## config.mk

```make
export PLATFORM = sky130hd
export DESIGN_NAME = evt_irq_ctrl
export DESIGN_NICKNAME = d
export VERILOG_FILES = /design/src/rtl/evt_irq_pkg.sv /design/src/rtl/evt_map.sv /design/src/rtl/evt_held_bank.sv /design/src/rtl/evt_mask_reg.sv /design/src/rtl/evt_irq_combine.sv /design/src/rtl/evt_irq_ctrl.sv
export SDC_FILE = /design/constraint.sdc
export NUM_CORES = 1
export LEC_CHECK = 0
export BUFFER_PORTS_ARGS = -buffer_cell sky130_fd_sc_hd__buf_2
export CORE_ASPECT_RATIO = 0.75
export CORE_MARGIN = 5
export CORE_UTILIZATION = 45
export DETAILED_ROUTE_END_ITERATION = 12
export PLACE_DENSITY = 0.81
export SETUP_SLACK_MARGIN = 0.1
export SLEW_MARGIN = 20
export SYNTH_ARGS = -nofsm -noshare
export SYNTH_HDL_FRONTEND = slang
export SYNTH_HIERARCHICAL = 1
export SYNTH_SLANG_ARGS = --single-unit
```

## constraint.sdc

```tcl
create_clock -name clk -period 1.53 [get_ports clk]
set_input_delay 0.153 -clock clk [delete_from_list [all_inputs] [get_ports clk]]
set_output_delay 0.153 -clock clk [all_outputs]
set_load 0.03 [all_outputs]
```

## src/rtl/evt_irq_pkg.sv

```systemverilog
// Shared constants for the interrupt status unit: bit positions of every
// event and the derived position maps. Assumes a 32-bit status word.
package evt_irq_pkg;
    localparam int STAT_W = 32;

    // level-type FIFO positions
    localparam int P_TX_EMPTY  = 0;
    localparam int P_TX_LOW    = 1;
    localparam int P_TX_FULL   = 2;
    localparam int P_RX_EMPTY  = 4;
    localparam int P_RX_HIGH   = 5;
    localparam int P_RX_FULL   = 6;

    // held event positions
    localparam int P_TX_OVR     = 3;
    localparam int P_SL_RD_REQ  = 16;
    localparam int P_SL_RD_EMP  = 17;
    localparam int P_SL_WR_REQ  = 18;
    localparam int P_MST_DONE   = 19;
    localparam int P_SLV_DONE   = 20;
    localparam int P_ARB_LOST   = 24;
    localparam int P_BUS_ERR    = 25;
    localparam int P_MST_DONENS = 28;

    // positions a clear write may touch
    localparam logic [STAT_W-1:0] CLEARABLE_MAP = 32'h131f_007f;
    // positions that follow live FIFO levels
    localparam logic [STAT_W-1:0] LEVEL_MAP = 32'h0000_0077;
    // positions that latch until cleared
    localparam logic [STAT_W-1:0] HELD_MAP = CLEARABLE_MAP & ~LEVEL_MAP;
endpackage

```

## src/rtl/evt_map.sv

```systemverilog
// Places the named level and pulse inputs at their fixed positions in two
// status-wide vectors. Purely combinational; assumes WORD_W >= 29.
module evt_map #(
    parameter int WORD_W = 32
) (
    input  logic              tx_empty_i,
    input  logic              tx_low_i,
    input  logic              tx_full_i,
    input  logic              rx_empty_i,
    input  logic              rx_high_i,
    input  logic              rx_full_i,
    input  logic              tx_ovr_i,
    input  logic              sl_rd_req_i,
    input  logic              sl_rd_empty_i,
    input  logic              sl_wr_req_i,
    input  logic              mst_done_i,
    input  logic              slv_done_i,
    input  logic              arb_lost_i,
    input  logic              bus_err_i,
    input  logic              mst_done_ns_i,
    output logic [WORD_W-1:0] lvl_vec_o,
    output logic [WORD_W-1:0] set_vec_o
);
    import evt_irq_pkg::*;

    // Build the live level vector.
    always_comb begin
        lvl_vec_o             = '0;
        lvl_vec_o[P_TX_EMPTY] = tx_empty_i;
        lvl_vec_o[P_TX_LOW]   = tx_low_i;
        lvl_vec_o[P_TX_FULL]  = tx_full_i;
        lvl_vec_o[P_RX_EMPTY] = rx_empty_i;
        lvl_vec_o[P_RX_HIGH]  = rx_high_i;
        lvl_vec_o[P_RX_FULL]  = rx_full_i;
    end

    // Build the event set vector.
    always_comb begin
        set_vec_o               = '0;
        set_vec_o[P_TX_OVR]     = tx_ovr_i;
        set_vec_o[P_SL_RD_REQ]  = sl_rd_req_i;
        set_vec_o[P_SL_RD_EMP]  = sl_rd_empty_i;
        set_vec_o[P_SL_WR_REQ]  = sl_wr_req_i;
        set_vec_o[P_MST_DONE]   = mst_done_i;
        set_vec_o[P_SLV_DONE]   = slv_done_i;
        set_vec_o[P_ARB_LOST]   = arb_lost_i;
        set_vec_o[P_BUS_ERR]    = bus_err_i;
        set_vec_o[P_MST_DONENS] = mst_done_ns_i;
    end
endmodule

```

## src/rtl/evt_held_bank.sv

```systemverilog
// Register bank of held event bits. A set pulse has priority over a clear
// in the same cycle. Only HELD positions exist; clears are filtered by
// CLR_MAP so reserved positions of the clear word have no effect.
module evt_held_bank #(
    parameter int                WORD_W   = 32,
    parameter logic [WORD_W-1:0] HELD     = '0,
    parameter logic [WORD_W-1:0] CLR_MAP  = '0
) (
    input  logic              clk,
    input  logic              rst_n,
    input  logic [WORD_W-1:0] set_i,
    input  logic              clr_stb_i,
    input  logic [WORD_W-1:0] clr_data_i,
    output logic [WORD_W-1:0] held_o
);
    logic [WORD_W-1:0] clr_eff;

    // Qualify the clear word by strobe and clearable positions.
    always_comb clr_eff = clr_stb_i ? (clr_data_i & CLR_MAP) : '0;

    // Latch events, drop cleared bits, event wins on collision.
    always_ff @(posedge clk) begin
        if (!rst_n) held_o <= '0;
        else        held_o <= HELD & (set_i | (held_o & ~clr_eff));
    end
endmodule

```

## src/rtl/evt_mask_reg.sv

```systemverilog
// Interrupt mask register. The top RSVD_TOP bits are never stored and
// read zero. Loads on the write strobe; reset clears it.
module evt_mask_reg #(
    parameter int WORD_W   = 32,
    parameter int RSVD_TOP = 3
) (
    input  logic              clk,
    input  logic              rst_n,
    input  logic              wr_i,
    input  logic [WORD_W-1:0] wdata_i,
    output logic [WORD_W-1:0] mask_o
);
    localparam int KEEP_W = WORD_W - RSVD_TOP;

    logic [WORD_W-1:0] keep;

    // Pick the writable field according to the reserved width.
    generate
        if (RSVD_TOP > 0) begin : g_rsvd
            assign keep = {{RSVD_TOP{1'b0}}, {KEEP_W{1'b1}}};
        end else begin : g_full
            assign keep = '1;
        end
    endgenerate

    // Store the writable part of the mask.
    always_ff @(posedge clk) begin
        if (!rst_n)    mask_o <= '0;
        else if (wr_i) mask_o <= wdata_i & keep;
    end
endmodule

```

## src/rtl/evt_irq_combine.sv

```systemverilog
// Merges live levels and held events into raw status, applies the mask
// and reduces the masked word to one interrupt line. Combinational.
module evt_irq_combine #(
    parameter int WORD_W = 32
) (
    input  logic [WORD_W-1:0] lvl_i,
    input  logic [WORD_W-1:0] held_i,
    input  logic [WORD_W-1:0] mask_i,
    output logic [WORD_W-1:0] raw_o,
    output logic [WORD_W-1:0] masked_o,
    output logic              irq_o
);
    // Form raw and masked words and the interrupt line.
    always_comb begin
        raw_o    = lvl_i | held_i;
        masked_o = raw_o & mask_i;
        irq_o    = |masked_o;
    end
endmodule

```

## src/rtl/evt_irq_ctrl.sv

```systemverilog
// Top of the interrupt status unit: maps inputs, holds events, stores the
// mask and drives the interrupt line. Assumes pulses last one cycle or are
// treated as repeated sets while high.
module evt_irq_ctrl #(
    parameter int WORD_W   = 32,
    parameter int RSVD_TOP = 3
) (
    input  logic              clk,
    input  logic              rst_n,
    input  logic              tx_empty_i,
    input  logic              tx_low_i,
    input  logic              tx_full_i,
    input  logic              rx_empty_i,
    input  logic              rx_high_i,
    input  logic              rx_full_i,
    input  logic              tx_ovr_i,
    input  logic              sl_rd_req_i,
    input  logic              sl_rd_empty_i,
    input  logic              sl_wr_req_i,
    input  logic              mst_done_i,
    input  logic              slv_done_i,
    input  logic              arb_lost_i,
    input  logic              bus_err_i,
    input  logic              mst_done_ns_i,
    input  logic              mask_wr_i,
    input  logic              clr_wr_i,
    input  logic [WORD_W-1:0] wdata_i,
    output logic [WORD_W-1:0] mask_o,
    output logic [WORD_W-1:0] raw_stat_o,
    output logic [WORD_W-1:0] mask_stat_o,
    output logic              irq_o
);
    import evt_irq_pkg::*;

    localparam logic [WORD_W-1:0] HELD_W = WORD_W'(HELD_MAP);
    localparam logic [WORD_W-1:0] CLR_W  = WORD_W'(CLEARABLE_MAP);

    logic [WORD_W-1:0] lvl_vec;
    logic [WORD_W-1:0] set_vec;
    logic [WORD_W-1:0] held_vec;

    evt_map #(.WORD_W(WORD_W)) u_map (
        .tx_empty_i    (tx_empty_i),
        .tx_low_i      (tx_low_i),
        .tx_full_i     (tx_full_i),
        .rx_empty_i    (rx_empty_i),
        .rx_high_i     (rx_high_i),
        .rx_full_i     (rx_full_i),
        .tx_ovr_i      (tx_ovr_i),
        .sl_rd_req_i   (sl_rd_req_i),
        .sl_rd_empty_i (sl_rd_empty_i),
        .sl_wr_req_i   (sl_wr_req_i),
        .mst_done_i    (mst_done_i),
        .slv_done_i    (slv_done_i),
        .arb_lost_i    (arb_lost_i),
        .bus_err_i     (bus_err_i),
        .mst_done_ns_i (mst_done_ns_i),
        .lvl_vec_o     (lvl_vec),
        .set_vec_o     (set_vec)
    );

    evt_held_bank #(.WORD_W(WORD_W), .HELD(HELD_W), .CLR_MAP(CLR_W)) u_held (
        .clk        (clk),
        .rst_n      (rst_n),
        .set_i      (set_vec),
        .clr_stb_i  (clr_wr_i),
        .clr_data_i (wdata_i),
        .held_o     (held_vec)
    );

    evt_mask_reg #(.WORD_W(WORD_W), .RSVD_TOP(RSVD_TOP)) u_mask (
        .clk     (clk),
        .rst_n   (rst_n),
        .wr_i    (mask_wr_i),
        .wdata_i (wdata_i),
        .mask_o  (mask_o)
    );

    evt_irq_combine #(.WORD_W(WORD_W)) u_comb (
        .lvl_i    (lvl_vec),
        .held_i   (held_vec),
        .mask_i   (mask_o),
        .raw_o    (raw_stat_o),
        .masked_o (mask_stat_o),
        .irq_o    (irq_o)
    );
endmodule

```

After elaboration in Yosys (flattened, before gate mapping)
Index checks and enable logic that the tools add are counted.
W data, S select, Z words.
{"block": "totals", "ff_bits": 38, "in_bits": 51}
{"block": "op_classes", "n_bitwise": 5, "muxes": 1, "reduce_logical": 1}
{"op": "$and A32 B29 Y32", "n": 1}
{"op": "$reduce_or A32 Y1", "n": 1}
{"op": "$and A29 B29 Y29", "n": 1}
{"op": "$mux W29", "n": 1}
{"op": "$not A29 Y29", "n": 1}
{"op": "$or A29 B29 Y29", "n": 1}
{"op": "$or A7 B29 Y29", "n": 1}

Longest topological paths before layout
Gate-level depths: netlist of the first run.
{"block": "depth", "ltp_word": 4, "mapped_depth": 5, "mapped_depth_nobuf": 4}

By module
The synthesis of the first run kept the hierarchy.
{"mod": "evt_mask_reg", "n_inst": 1, "seq_area_each_um2": 580.6, "cells_each": 97, "area_per_inst_um2": 1129.8}
{"mod": "evt_irq_combine", "n_inst": 1, "seq_area_each_um2": 0.0, "cells_each": 75, "area_per_inst_um2": 516.7}
{"mod": "evt_held_bank", "n_inst": 1, "seq_area_each_um2": 180.2, "cells_each": 61, "area_per_inst_um2": 496.7}
{"mod": "evt_map", "n_inst": 1, "seq_area_each_um2": 0.0, "cells_each": 65, "area_per_inst_um2": 484.2}

Worst setup path after synthesis of the first run
No wires, ideal clock.
{"block": "synth_timing", "kind": "flip-flop to output port", "start": "reg u_mask.mask_o[4]", "end": "out irq_o", "n_path_buf": 0, "path_slack_ps": -22, "stages_incl_launch_ff": 5, "arrival_time_ps": 1399, "path_cell_list": "dfxtp_1 o21a_1 nor4_1 nand4_1 or2_1"}
{"block": "synth_between", "elab_chain_len": 2}
{"item": "start: declaration", "line": "evt_mask_reg.sv:11", "text": "output logic [WORD_W-1:0] mask_o"}
{"item": "start signal: assignment", "line": "evt_mask_reg.sv:29", "text": "else if (wr_i) mask_o <= wdata_i & keep;"}
{"item": "$and A32 B29 Y32", "line": "evt_irq_combine.sv:16", "text": "masked_o = raw_o & mask_i;"}
{"item": "via mask_stat_o[4]", "line": "evt_irq_ctrl.sv:30", "text": "output logic [WORD_W-1:0] mask_stat_o,"}
{"item": "$reduce_or A32 Y1", "line": "evt_irq_combine.sv:17", "text": "irq_o = |masked_o;"}
{"item": "end: declaration", "line": "evt_irq_ctrl.sv:31", "text": "output logic irq_o"}
The timed path passes the listed nets, and every way through them passes these cells.

Worst setup path after layout of the first run
{"block": "layout_timing", "start": "reg u_mask.mask_o[4]", "end": "out irq_o"}
{"block": "layout_between", "elab_chain_len": 2}
{"item": "$and A32 B29 Y32", "line": "evt_irq_combine.sv:16"}
{"item": "$reduce_or A32 Y1", "line": "evt_irq_combine.sv:17"}
No other way between the ends.

==> metrics.cfg, run 1 <==
[status]
status=finished with violations
violations=negative setup slack

[run]
cap_viol_max_count=0

[sta]
drv_slew=0
fin_crit_ns=1.86
timing.final.crit_share_pct=122
finalSetupViolCount=1
report.final.hold_viol_count=0
max_freq_mhz=538
setup_ws_ns=-0.329
worst_hold_slack_ns=0.0719
clock_skew_ns=0
grt_setup_unrepaired=yes

[cts]
clkTransAtPathRegs_ns=0.07
clk_path_buf_depth=2
cts_tree=done
numCtsBuffers=5
clock_sinks=38
htree_num_levels=2
postCtsSetupBuffers=0
cts-root-buf=clkbuf_8
clock_latency_ns=0.28

[layout]
post-route-util_pct=55.4
final_nets=425
area_growth_syn_to_layout_pct=20.2
finish.cell_count_without_fillers=448
n_fill_cell=498
drive_above_1_share_pct=38.1
n_antenna_cell=0
multi_input_area_um2=1350
seq_area_um2=762

[routing]
route.vias.total=1944
drtIter0Drc=40
dr.pass1.iters=4
ant_nets=0
routed_wl_um=5590
drc=0
wire_per_inst_um=12.5
vias_per_cell=4.34

[setup_path]
criticalPathCategory=reg -> out
rr_worst_depth=3
worstReg2RegStart=u_held/held_o[24]$_SDFF_PN0_
crit_required_ns=1.38
worst_ep_arrival_time_ns=1.71
max_stage_delay_ns=0.34
cp_slowest_cell=dfxtp_2
r2r_slack_ns=0.75
crit_chain=o21a_4 -> nor4_1 -> buf_4 -> nand4_1 -> or2_4 -> buf_6
timing.rr.end=u_held/held_o[24]$_SDFF_PN0_
crit_path_max_fanout=3
critPathCaptureType=output pin
critPathLaunchType=register

[global_route]
gr-total-overflow=0
grt_pass1_vias=1896
grt_pass1_wl_um=8580
antenna_found_initial=0
grt_max_degree=33
grt_usage_pct=15.5

[place]
port_buffers=107
placedCellCount=442
place.gp.congestion=0.779
hpwl_um=4540

[power]
total_power_mw=2.56
vdd_drop_max_mv=0.420
p_leak_nw=1.58
cellPowerDensity_nw_per_um2=866

[synthesis]
avgSynthCellArea_um2=8.93
netlist_area_um2=2450
synth-warning-count=6
syn_inst=275

[min_path]
min_path_type=in -> reg
hold_start=wdata_i[25]
min_to=u_held/held_o[25]$_SDFF_PN0_
hold_depth=2

[floorplanning]
fp.dieH_um=74.0
start_util_pct=46.1
num_io_pins=148
design.die.area_um2=7050
coreArea_um2=5320
num_rows=23
die_w_um=95.3

layout make-up:
cell class,instances,share of cell area (%)
clock buffers,6,2.80
multi-input cells,203,45.7
repair buffers,117,21.3
inverters,9,1.15
well taps,75,3.18
flip-flops and latches,38,25.8
worst max-delay path by stage:
stage | startpoint | end | slack, ns | cells past startpoint
final | u_mask/mask_o[4]$_SDFFE_PN0P_ | irq_o | -0.33 | 6
after global routing | u_held/held_o[28]$_SDFF_PN0_ | irq_o | -0.41 | 6
after CTS | u_held/held_o[25]$_SDFF_PN0_ | irq_o | -0.38 | 6
after detailed placement | u_held/held_o[28]$_SDFF_PN0_ | irq_o | -0.19 | 6
after global placement | u_held/held_o[28]$_SDFF_PN0_ | irq_o | -0.18 | 6
after floorplan | u_mask/mask_o[20]$_SDFFE_PN0P_ | irq_o | 0.10 | 4
flip-flops by register name (all words and copies together), names as in the netlist:
register,count
u_mask/mask_o,29
u_held/held_o,9
layer usage:
| layer | part of all wire (%) | vias up | GRT usage (%) |
|---|---|---|---|
| li1 | - | 1002 | - |
| met3 | 10 | 2 | 6.07 |
| met1 | 43 | 863 | 18.7 |
| met2 | 47 | 77 | 26.5 |
| met4 | 0.25 | 0 | 3.36 |
| met5 | 0 | - | 0 |
cell usage in the layout (no fill, tap or decap):
master and count:
buf_4 9, buf_12 1, mux2i_1 29, o21a_1 21
buf_6 1, or2_4 1, a31oi_1 9, nand4_1 2
o21a_2 8, dfxtp_2 1, buf_2 106, nor4_4 2
conb_1 52, nor4_2 1, nor2b_1 29, or2_2 3
nor4_1 5, inv_1 9, dfxtp_1 37, o21a_4 3
o21ai_0 9, or2_1 29, clkbuf_8 6
where the power goes:
group	internal [mW]	total, mW	switching [mW]
Sequential	1.05	1.10	0.0420
Combinational	0.275	0.797	0.522
Clock	0.347	0.663	0.316
Total	1.68	2.56	0.879
worst max-delay path, delay by kind of cell (launching register included):
kind            cells  cell delay, ns
compound gates      1            0.11
buf+inv             2            0.31
flops               1            0.34
simple gates        3            0.68
timing repair:
action / CTS / global route
pin swaps: 1 / 1
setup endpoints to repair: 1 / 1
hold buffers: 0 / 0
resized for setup: 5 / 1
metrics by stage:
step                setup WS (ns)  TNS [ns]  instance area (µm²)
CTS                        -0.382    -0.382                 2940
global placement           -0.181    -0.181                 2830
global route               -0.414    -0.414                 2950
detailed placement         -0.186    -0.186                 2830
finish                     -0.329    -0.329                 2950
floorplan                   0.101         0                 2670
No activity file was read; power rests on OpenSTA's default activity.
==> run 2, diff against run 1 <==
--- a/config.mk
+++ b/config.mk
@@ -6,11 +6,13 @@
 export NUM_CORES = 1
 export LEC_CHECK = 0
 export BUFFER_PORTS_ARGS = -buffer_cell sky130_fd_sc_hd__buf_2
+export CELL_PAD_IN_SITES_DETAIL_PLACEMENT = 2
+export CELL_PAD_IN_SITES_GLOBAL_PLACEMENT = 2
 export CORE_ASPECT_RATIO = 0.75
 export CORE_MARGIN = 5
-export CORE_UTILIZATION = 45
+export CORE_UTILIZATION = 24
 export DETAILED_ROUTE_END_ITERATION = 12
-export PLACE_DENSITY = 0.81
+export PLACE_DENSITY_LB_ADDON = 0.1
 export SETUP_SLACK_MARGIN = 0.1
 export SLEW_MARGIN = 20
 export SYNTH_ARGS = -nofsm -noshare
==> run 2 against run 1 <==
Against the previous run:
- the flow still finishes with violations (negative setup slack)
- highest routed layer unchanged
- routed wire length rose by 37%
- clock power rose by 72%
- power rose by 21%
- setup slack improved by 0.023 ns
- largest cell class unchanged
- flip-flop and latch count did not move
- first-iteration DRC count fell by 63%
- clock-buffer cell count rose by 2
- register-to-register slack got worse by 0.03 ns
- non-clock buffer count rose by 8
- sequential power barely moved
- sequential share of layout area fell by 2.0 points
- fmax rose by 1.3%
==> metrics.cfg, run 2 (synthesized netlist as in run 1, its figures left out) <==
[status]
status=finished with violations  ; unchanged
violations=negative setup slack  ; unchanged

[sta]
drv_slew=0  ; unchanged
fin_crit_ns=1.84  ; was 1.86 ns
setup_ws_ns=-0.306  ; was -0.329 ns
max_freq_mhz=545  ; was 538 MHz
finalSetupViolCount=1  ; unchanged
clock_skew_ns=0  ; unchanged
report.final.hold_viol_count=0  ; unchanged
worst_hold_slack_ns=0.0851  ; was 0.0719 ns
timing.final.crit_share_pct=120  ; was 122%
grt_setup_unrepaired=yes  ; unchanged

[global_route]
grt_usage_pct=12.1  ; was 15.5%
grt_max_degree=30  ; was 33
grt_pass1_vias=2329  ; was 1,896
antenna_found_initial=0  ; unchanged
gr-total-overflow=0  ; unchanged
grt_pass1_wl_um=12100  ; was 8580 µm

[routing]
drtIter0Drc=15  ; was 40
vias_per_cell=4.03  ; was 4.34
route.vias.total=2089  ; was 1,944
drc=0  ; unchanged
dr.pass1.iters=2  ; was 4
ant_nets=0  ; unchanged
wire_per_inst_um=14.7  ; was 12.5 µm
routed_wl_um=7650  ; was 5590 µm

[layout]
reg_top3=u_mask/mask_o (29), u_held/held_o (9)  ; unchanged
final_nets=433  ; was 425
drive_above_1_share_pct=40.5  ; was 38.1%
seq_area_um2=763  ; was 762 µm²
n_fill_cell=1194  ; was 498
final_cell_mix=buf_2 (106), conb_1 (52), dfxtp_1 (36)  ; was buf_2 (106), conb_1 (52), dfxtp_1 (37)
area_growth_syn_to_layout_pct=30.3  ; was 20.2%
largest_reg_flops=29  ; unchanged
final_common_cell=buf_2  ; unchanged
multi_input_area_um2=1380  ; was 1350 µm²
regMostFlops=u_mask/mask_o  ; unchanged
n_antenna_cell=0  ; unchanged

[setup_path]
max_stage_delay_ns=0.32  ; was 0.34 ns
crit_required_ns=1.38  ; about the same
critical-path-top-delay-family=simple AND/OR/NAND/NOR gates  ; unchanged
critPathCaptureType=output pin  ; unchanged
worst_ep_arrival_time_ns=1.68  ; was 1.71 ns
critPathLaunchType=register  ; unchanged
cp_slowest_cell=dfxtp_2  ; unchanged
criticalPathCategory=reg -> out  ; unchanged
worst-path-buf-inv=2  ; unchanged
crit_chain=o21a_4 -> nor4_4 -> buf_4 -> nand4_1 -> or2_4 -> buf_6  ; was o21a_4 -> nor4_1 -> buf_4 -> nand4_1 -> or2_4 -> buf_6
crit_path_max_fanout=2  ; was 3

[power]
cellPowerDensity_nw_per_um2=964  ; was 866 nW/µm²
total_power_mw=3.08  ; was 2.56 mW
p_leak_nw=1.66  ; was 1.58 nW
vdd_drop_max_mv=0.369  ; was 0.420 mV
comb_power_share_pct=27.5  ; was 31.2%
p_sw_share_pct=32.2  ; was 34.4%
switchingPower_uw=994  ; was 879 µW
internal_power_mw=2.09  ; was 1.68 mW
p_seq_share_pct=35.6  ; was 42.9%
clock_power_share_pct=36.9  ; was 26.0%

[min_path]
min_path_type=in -> reg  ; unchanged

[cts]
htree_num_levels=2  ; unchanged
clock_latency_ns=0.28  ; about the same
numCtsBuffers=5  ; unchanged
cts-root-buf=clkbuf_16  ; was clkbuf_8
cts_tree=done  ; unchanged
clk_path_buf_depth=2  ; unchanged
clkTransAtPathRegs_ns=0.06  ; was 0.07 ns
clock_sinks=38  ; unchanged

[floorplanning]
design.die.area_um2=12400  ; was 7050 µm²
fp.dieH_um=97.6  ; was 74.0 µm
start_util_pct=24.2  ; was 46.1%
num_io_pins=148  ; unchanged
num_rows=32  ; was 23
die_w_um=127  ; was 95.3 µm
coreArea_um2=10100  ; was 5320 µm²

[place]
port_buffers=107  ; unchanged
place.gp.congestion=0.719  ; was 0.779
hpwl_um=6330  ; was 4540 µm
place_ws_ns=-0.249  ; was -0.186 ns

[run]
cap_viol_max_count=0  ; unchanged

[run 2: changes by cell type in the layout (fill, tap and decap cells not counted), moves of 2 or more]
cell / delta
buf_4: +8
clkbuf_16: +5
clkbuf_8: -3
nor4_1: -2
[run 2: power groups by stage]
stage	registers [mW]	clock network [mW]	logic, mW
3_3_place_gp	1.12	0	0.800
3_5_place_dp	1.12	0	0.810
6_report	1.10	1.14	0.847
5_1_grt	1.11	1.24	0.914
4_1_cts	1.10	1.19	0.824
2_1_floorplan	1.20	0	0.592
[run 2: area by class of cell]
cell class / instances / share of cell area (%)
tap: 136 / 5.32
multi-input combinational: 203 / 43.0
inverter: 9 / 1.06
clock buffer: 8 / 5.20
sequential: 38 / 23.9
timing repair buffer: 125 / 21.5
[run 2: worst reg2reg max path, stage by stage, from the launching register on]
cell and delay, ns:
dfxtp_1 0.31, buf_4 0.13, o21ai_0 0.18, a31oi_1 0.06
[run 2: per-layer routing]
metal	part of all wire, %	wire length, µm	GRT usage (%)	vias up
li1	-	-	-	1019
met1	43	3310	14.7	992
met2	48	3670	20.7	76
met3	8.5	654	4.95	2
met4	0.21	16	1.48	0
met5	0	0	0	-
[run 2: path summary, 6_finish.rpt]
kind / slack (ns) / from / depth (start not counted) / end
worst min register to register: 0.54 / u_mask/mask_o[1]$_SDFFE_PN0P_ / 2 / u_mask/mask_o[1]$_SDFFE_PN0P_
worst max register to register: 0.72 / u_held/held_o[28]$_SDFF_PN0_ / 3 / u_held/held_o[28]$_SDFF_PN0_
worst max-delay path: -0.31 / u_held/held_o[24]$_SDFF_PN0_ / 6 / irq_o
worst min-delay path: 0.09 / wdata_i[24] / 2 / u_held/held_o[24]$_SDFF_PN0_
[run 2: timing repair]
item / 4_1_cts / 5_1_grt
hold buffers: 0 / 0
hold endpoints to repair: 0 / 0
pin swaps: 6 / 5
setup buffers: 1 / 1
setup endpoints to repair: 1 / 1
resized for setup: 6 / 5
[run 2: through the flow]
step	utilization, %	cell area [µm²]	std cells	TNS, ns
5_1_grt	31.6	3200	519	-0.401
2_1_floorplan	-	2670	324	0
3_5_place_dp	29.2	2950	509	-0.249
3_3_place_gp	29.2	2950	509	-0.232
4_1_cts	31.2	3160	518	-0.398
6_report	31.6	3200	519	-0.306
